<file path="config.mk">
export PLATFORM = sky130hd
export DESIGN_NAME = edge_level_req_latch
export DESIGN_NICKNAME = d
export VERILOG_FILES = /design/src/rtl/irql_pkg.sv /design/src/rtl/irql_mode_reg.sv /design/src/rtl/irql_line.sv /design/src/rtl/edge_level_req_latch.sv
export SDC_FILE = /design/constraint.sdc
export NUM_CORES = 1
export LEC_CHECK = 0
export BUFFER_PORTS_ARGS = -buffer_cell sky130_fd_sc_hd__buf_2
export CORE_AREA = 2 2 52 54
export DETAILED_ROUTE_END_ITERATION = 8
export DIE_AREA = 0 0 54 56
export PLACE_DENSITY = 0.72
export SYNTH_ARGS = -nofsm -noshare
export SYNTH_HDL_FRONTEND = slang
export SYNTH_SLANG_ARGS = --single-unit
export TNS_END_PERCENT = 20
</file>
<file path="constraint.sdc">
create_clock -name clk -period 0.9 [get_ports clk]
set_clock_uncertainty 0.2 [all_clocks]
set_input_delay 0.27 -clock clk [delete_from_list [all_inputs] [get_ports clk]]
set_output_delay 0.27 -clock clk [all_outputs]
set_load 0.05 [all_outputs]
</file>
<file path="src/rtl/irql_pkg.sv">
package irql_pkg;
  localparam int unsigned IRQL_DEF_LINES = 8;

  typedef enum logic {
    TRIG_EDGE  = 1'b0,
    TRIG_LEVEL = 1'b1
  } trig_e;
endpackage

</file>
<file path="src/rtl/irql_mode_reg.sv">
module irql_mode_reg #(
  parameter int unsigned      N_LINES = irql_pkg::IRQL_DEF_LINES,
  parameter logic [N_LINES-1:0] WR_MASK = '1
) (
  input  logic               clk,
  input  logic               rst_n,
  input  logic               wr_en,
  input  logic [N_LINES-1:0] wr_data,
  output logic [N_LINES-1:0] mode_q
);
  // Masked bits can never hold a 1, so they stay edge mode permanently.
  always_ff @(posedge clk) begin
    if (!rst_n)     mode_q <= '0;
    else if (wr_en) mode_q <= wr_data & WR_MASK;
  end
endmodule

</file>
<file path="src/rtl/irql_line.sv">
module irql_line
  import irql_pkg::*;
(
  input  logic  clk,
  input  logic  rst_n,
  input  logic  req,
  input  trig_e mode,
  input  logic  ack_hit,
  input  logic  reinit,
  output logic  pend,
  output logic  prev
);
  logic rise;
  logic clr_edge;

  assign rise     = req & ~prev;
  assign clr_edge = ack_hit | reinit;

  always_ff @(posedge clk) begin
    if (!rst_n) prev <= 1'b0;
    else        prev <= reinit ? 1'b0 : req;
  end

  always_ff @(posedge clk) begin
    if (!rst_n) begin
      pend <= 1'b0;
    end else if (mode == TRIG_LEVEL) begin
      pend <= req;
    end else begin
      // A set caused by the input takes precedence over clears in the same cycle.
      pend <= rise | (pend & ~clr_edge);
    end
  end
endmodule

</file>
<file path="src/rtl/edge_level_req_latch.sv">
module edge_level_req_latch
  import irql_pkg::*;
#(
  parameter int unsigned        N_LINES = IRQL_DEF_LINES,
  parameter logic [N_LINES-1:0] WR_MASK = 8'hF8,
  localparam int unsigned       IDX_W   = $clog2(N_LINES)
) (
  input  logic               clk,
  input  logic               rst_n,
  input  logic [N_LINES-1:0] req_in,
  input  logic               mode_wr_en,
  input  logic [N_LINES-1:0] mode_wr_data,
  input  logic               ack_valid,
  input  logic [IDX_W-1:0]   ack_idx,
  input  logic               reinit,
  output logic [N_LINES-1:0] pending,
  output logic [N_LINES-1:0] trig_mode
);
  logic [N_LINES-1:0] ack_hit;
  logic [N_LINES-1:0] prev_lvl;

  irql_mode_reg #(.N_LINES(N_LINES), .WR_MASK(WR_MASK)) u_mode (
    .clk     (clk),
    .rst_n   (rst_n),
    .wr_en   (mode_wr_en),
    .wr_data (mode_wr_data),
    .mode_q  (trig_mode)
  );

  for (genvar g = 0; g < N_LINES; g++) begin : g_line
    assign ack_hit[g] = ack_valid && (ack_idx == IDX_W'(g));

    irql_line u_line (
      .clk     (clk),
      .rst_n   (rst_n),
      .req     (req_in[g]),
      .mode    (trig_e'(trig_mode[g])),
      .ack_hit (ack_hit[g]),
      .reinit  (reinit),
      .pend    (pending[g]),
      .prev    (prev_lvl[g])
    );
  end
endmodule

</file>
# Yosys cells after proc, flatten, opt, wreduce, memory -nomap -nowiden
# Cells that the tools add are included.
[totals]
register_bits = 21
inputBits = 24
elab_cells = 88
[classes]
eq_ne = 7
n_mux = 5
n_bitwise = 49
reduce_logical = 10
[ops]
columns = ["cell", "count"]
rows = [
  ["$not 1->1", 17],
  ["$and 1x1->1", 16],
  ["$or 1x1->1", 16],
  ["$eq 3x3->1 const B", 4],
  ["$logic_and 1x1->1", 8],
  ["$eq 3x2->1 const B", 2],
  ["$mux 1", 5],
  ["$eq 3x1->1 const B", 1],
  ["$logic_not 3->1", 1],
  ["$reduce_or 2->1", 1],
]

# Longest topological paths before layout
# Gate-level depths: netlist (run 1).
[logic_depth]
depth_word = 7
ltp_mapped = 4
mapped_depth_nobuf = 2

# Cells and area by module
# Synthesis (run 1) repeated with hierarchy kept, for this count alone.
[unflattened]
cells_unflattened = 92
area_unflattened_um2 = 905.9
[by_module_without_submodules]
columns = ["module", "n_inst", "cells_each", "area_per_inst_um2"]
rows = [
  ["irql_line", 8, 8, 73.8],
  ["irql_mode_reg", 1, 20, 219.0],
  ["edge_level_req_latch", 1, 8, 96.3],
]

# Worst setup path after synthesis (run 1)
# No wires, ideal clock.
[synth_timing]
kind = "input-to-reg"
startpoint = "input port rst_n"
endpoint = "register g_line[5].u_line.pend"
setup_ns = 0.117
t_arrival_ns = 0.691
setup_slack_ns = -0.109
path_stages = 3
path_cell_list = "buf_6 nor4bb_1 a32o_1"
[synth_lines]
columns = ["element", "line", "rtl"]
rows = [
  ["start: declaration", "edge_level_req_latch.sv:9", "input logic rst_n,"],
  ["end signal: assignment", "irql_line.sv:28", "pend <= req;"],
  ["end signal: assignment", "irql_line.sv:31", "pend <= rise | (pend & ~clr_edge);"],
  ["end: declaration", "irql_line.sv:10", "output logic pend,"],
]

# Worst setup path after layout (run 1)
[layout_timing]
startpoint = "register g_line[2].u_line.pend"
endpoint = "output port pending[2]"
[layout_lines]
columns = ["element", "line", "rtl"]
rows = [
  ["start: declaration", "irql_line.sv:10", ""],
  ["start signal: assignment", "irql_line.sv:28", ""],
  ["start signal: assignment", "irql_line.sv:31", ""],
  ["end: declaration", "edge_level_req_latch.sv:16", "output logic [N_LINES-1:0] pending,"],
]
# No word-level cell between the ends.

==> reports/metrics.csv, run 1 <==
metric,value,unit
clkTransAtPathRegs,0.11,ns
final_util,54.6,%
ant_nets,0,
layout.nets,147,
yosysWarningCount,0,
synth_common_cells,"dfxtp_1, buf_4, and2_1",
antenna_found_initial,0,
cp_top_family,flip-flops,
grt_pass1_vias,732,
htree_levels,1,
grt_overflow,0,
synth.most_common_cell,dfxtp_1,
violations,"negative hold slack, negative setup slack",
synth_area_leaders,"dfxtp_1, buf_4, and2_1",
busiest_layer,met2,
max-cap-violations,0,
start_kind,flip-flop,
yosys.area.top_type_share,42.7,%
synthesis.area,983,sq um
async_reset_ff_share,0,%
ys_seq_area_share,42.7,%
finalSetupTns,-6.31,ns
drive_above_1_share,54.9,%
drc,0,
max_stage_delay,0.36,ns
fin_crit_sh,144,%
fmax,771,MHz
slowest_stage,dfxtp_2,
clockBufferDepth,2,
die-area,3020,sq um
status,finished with violations,
min_path_type,input pin to flip-flop,
synthDistinctLibCells,22,
first_iter_violations,3,
vias,749,
gr-usage-met2,25.1,%
worst_slack,-0.396,ns
dp_hpwl,1380,um
path_cells,buf_6,
cts_tree,yes,
slew_violations,0,
peakVddDrop,1.03,mV
grt_start_max_net_pins,15,
grt_use_met3,4.84,%
clock-sinks,21,
avgSynthCellArea,10.6,sq um
dp_cells,144,
io_pins,40,
post-route-min-period,1.30,ns
grt_use_met1,14.3,%
die_h,56,um
drt_first_pass_iters,4,
routed_via_density,4.93,
end_kind,output pin,
worstPathRequired,0.43,ns
final_cells,152,
wirelength,1990,um
area_delta_synth_final,35.1,%
critPathBufInv,1,
whs,-0.0299,ns
start_util,40.4,%
rsz0062_at_grt,yes,
power_density,1520,nW/um^2
clock_latency,0.31,ns
numPortBuffers,33,
fillCellCount,240,
yosysTopAreaCell,dfxtp_1,
dp_slack,-0.296,ns
synthFlopType,dfxtp_1,
wl_per_cell,13.1,um
p_leak,0.564,nW
ys_ff_latch,21,
gp_congestion,0.672,
diodes,0,
crit_type,flip-flop to output pin,
die_x,54,um
rows,18,
worstPathMaxFanout,2,
clockRootBuffer,clkbuf_4,
synth_cells,93,
grt_pass1_wl,3090,um
hold_viol_final,8,
coreArea,2430,sq um
numCtsBuffers,3,
finalSetupViolCount,24,
grt.total_usage,14.5,%
synth-edff-count,0,
cp.arrival,0.83,ns
[final timing paths]
check / slack [ns] / from / endpoint / cells after the start
min: -0.03 / req_in[1] / g_line[1].u_line.prev / 2
max: -0.40 / g_line[2].u_line.pend / pending[2] / 1
min reg2reg: 0.21 / g_line[1].u_line.prev / g_line[1].u_line.pend / 1
max reg2reg: -0.24 / u_mode.mode_q[7] / g_line[7].u_line.pend / 3
[worst reg2reg max path: stages, from the launching register on]
cell,delay [ns]
dfxtp_2,0.35
buf_6,0.12
nand2b_1,0.14
a32o_1,0.24
[metrics by stage]
step | power, mW | cell area [sq um]
finish | 2.02 | 1330
global route | 2.13 | 1330
CTS | 2.04 | 1290
detailed placement | 1.46 | 1090
global placement | 1.45 | 1090
floorplan | 1.40 | 1010
[cell usage in the layout (no fill, tap or decap), types with 4 or more instances in the layout]
master	instances
mux2i_1	5
buf_8	8
a32o_1	4
nor2b_1	6
dfxtp_1	8
nor4bb_2	4
dfxtp_2	13
buf_2	19
buf_4	4
clkbuf_4	4
buf_6	10
and2_1	8
nand3b_1	4
[where the power goes]
| group | switching (mW) | total (mW) | internal [mW] |
|---|---|---|---|
| Sequential | 0.0406 | 1.03 | 0.994 |
| Combinational | 0.289 | 0.537 | 0.248 |
| Clock | 0.279 | 0.452 | 0.173 |
[state kept, by name (all words and copies together) (netlist names)]
signal	cells
g_line.u_line.pend	8
g_line.u_line.prev	8
u_mode.mode_q	5
[what timing repair did]
action,4_1_cts,5_1_grt
endpoints found under the hold margin,10,8
pin swaps,8,1
buffers inserted,4,0
cloned,0,0
setup endpoints to repair,20,33
gates resized for setup,47,8
[cell families after synthesis]
logic type	after synthesis	synth area share [%]
compound gates	8	6.49
buf+inv	19	15.0
flops	21	42.7
mux	5	5.09
other cells	1	0.381
simple gates	39	30.3
[metal layers]
layer / wire length [um] / share of wire (%)
met2: 957 / 48
met5: 0 / 0
met4: 50 / 2.5
met3: 133 / 6.7
met1: 845 / 43
[final cells by class]
class                      instances  area [sq um]  share of cell area, %
sequential                        21           437                   32.9
multi-input combinational         55           463                   34.8
tap                               30          37.5                   2.82
timing repair buffer              42           365                   27.5
clock buffer                       4          26.3                   1.98
Power figures use the tool's default switching activity.
==> inputs of run 2 (changes only) <==
--- a/config.mk
+++ b/config.mk
@@ -11,3 +11,5 @@
 export DIE_AREA = 0 0 54 56
+export GPL_TIMING_DRIVEN = 1
 export PLACE_DENSITY = 0.72
+export SLEW_MARGIN = 20
 export SYNTH_ARGS = -nofsm -noshare
==> constraint.sdc (replaced) <==
create_clock -name clk -period 0.9 [get_ports clk]
set_clock_uncertainty 0.2 [all_clocks]
set_input_delay 0.09 -clock clk [delete_from_list [all_inputs] [get_ports clk]]
set_output_delay 0.09 -clock clk [all_outputs]
set_load 0.05 [all_outputs]
==> run 2 against run 1 <==
The flow still finishes with violations (negative hold slack, negative setup slack). Total power rose by 1.1%. Fmax rose by 11%. Combinational power is 4% higher. Non-clock buffer count rose by 8. Register-to-register slack worse by 0.03 ns. Setup slack better by 0.13 ns. Sequential share of layout area fell by 1.4 points. Core utilization is 3.1 points higher. Flip-flop and latch count is the same. Largest cell class unchanged. Highest routed layer unchanged.
==> reports/metrics.csv, run 2 (synthesis results as in run 1) <==
metric,value,unit
power_density,1460,nW/um^2
status,finished with violations,
routed_via_density,4.86,
numCtsBuffers,3,
antenna_found_initial,0,
grt_overflow,0,
layout.nets,155,
reg.largest.list,"g_line.u_line.pend (8), g_line.u_line.prev (8), u_mode.mode_q (5)",
worst_slack,-0.270,ns
die_h,56,um
start_kind,flip-flop,
worstPathRequired,0.95,ns
die-area,3020,sq um
cp-endpoint,g_line[7].u_line.pend,
clockRootBuffer,clkbuf_4,
dr_wl_met3,123,um
drc,0,
rsz0062_at_grt,yes,
cts_hold_buf,11,
cts_tree,yes,
topRoutingLayerUsed,met4,
grt_pass1_wl,3540,um
area_delta_synth_final,42.7,%
reg2reg_depth,2,
grt_pass1_vias,823,
vias,777,
crit_type,flip-flop to flip-flop,
reg2reg_to,g_line[7].u_line.pend,
drt_first_pass_iters,4,
final_common_cell,buf_2,
finalSetupViolCount,23,
final_cell_mix,"buf_2, dfxtp_2, dlygate4sd3_1",
slew_violations,0,
htree_levels,1,
whs,-0.149,ns
min_path_type,input pin to flip-flop,
diodes,0,
start_util,40.4,%
post-route-min-period,1.17,ns
coreArea,2430,sq um
fillCellCount,225,
peakVddDrop,0.908,mV
io_pins,40,
first_iter_violations,5,
drive_above_1_share,47.7,%
rr_startpoint,g_line[7].u_line.pend,
dp_hpwl,1350,um
wl_met1,973,um
clockBufferDepth,2,
fin_crit_sh,130,%
wirelength,2210,um
dp_slack,-0.168,ns
rows,18,
grt_start_max_net_pins,20,
worstPathMaxFanout,2,
p_leak,0.605,nW
rrSetupSlack,-0.27,ns
clkTransAtPathRegs,0.11,ns
final_util,57.7,%
dr_wl_met2,1080,um
setup.worst_path.start,g_line[7].u_line.pend,
hold_viol_final,11,
wl_per_cell,13.8,um
violations,"negative hold slack, negative setup slack",
grt.total_usage,16.0,%
numPortBuffers,33,
cp.arrival,1.22,ns
max-cap-violations,0,
clock_latency,0.30,ns
die_x,54,um
gp_congestion,0.754,
fmax,854,MHz
ant_nets,0,
clock-sinks,21,
end_kind,flip-flop,
==> run 2: cell count changes in the layout (fill, tap and decap cells not counted), sizes merged <==
cell | before | now
dlygate4sd3 | 0 | 10
clkbuf | 5 | 4
dlymetal6s4s | 0 | 1
buf | 41 | 39
==> run 2: power by group <==
group	switching [mW]	internal, mW	leakage (nW)	total [mW]
combinational	0.291	0.266	0.412	0.556
sequential	0.0482	0.991	0.178	1.04
clock	0.276	0.173	0.0150	0.450
==> run 2: routing by layer <==
metal | GRT usage (%) | vias up
met3 | 4.84 | 4
li1 | - | 387
met5 | 0 | -
met2 | 25.4 | 28
met4 | 7.14 | 0
met1 | 19.2 | 358
==> run 2: final cells by class <==
class	count	area, sq um	share of cell area [%]
well taps	30	37.5	2.67
repair buffers	50	445	31.7
flip-flops and latches	21	442	31.5
clock buffers	4	26.3	1.87
multi-input cells	55	453	32.3
==> run 2: worst max-delay path, cell delays in order (launching register included) <==
cell	delay [ns]
dfxtp_2	0.37
nor4bb_1	0.38
a32o_1	0.17
==> run 2: worst min-delay path by stage <==
stage,slack [ns],depth (start not counted),to,startpoint
finish,-0.15,3,u_mode.mode_q[4],mode_wr_data[4]
global route,-0.15,3,u_mode.mode_q[4],mode_wr_data[4]
CTS,-0.17,3,u_mode.mode_q[4],mode_wr_data[4]
detailed placement,0.11,2,g_line[1].u_line.prev,req_in[1]
global placement,0.11,2,g_line[2].u_line.prev,req_in[2]
floorplan,0.01,1,g_line[0].u_line.prev,req_in[0]
==> run 2: stage by stage <==
step                      cells  instance area (sq um)  power [mW]  TNS, ns
final                       160                   1400        2.05    -3.88
after global routing        160                   1400        2.15    -4.81
after CTS                   159                   1370        2.05    -3.99
after detailed placement    140                   1090        1.46    -2.06
after global placement      140                   1090        1.45    -1.59
after floorplan              95                   1030        1.41   -0.168
==> run 2: repair_timing <==
action | CTS | global route
pin swaps | 1 | 0
hold endpoints to repair | 21 | 10
resized for setup | 42 | 7
buffers inserted | 4 | 1
setup endpoints to repair | 18 | 23
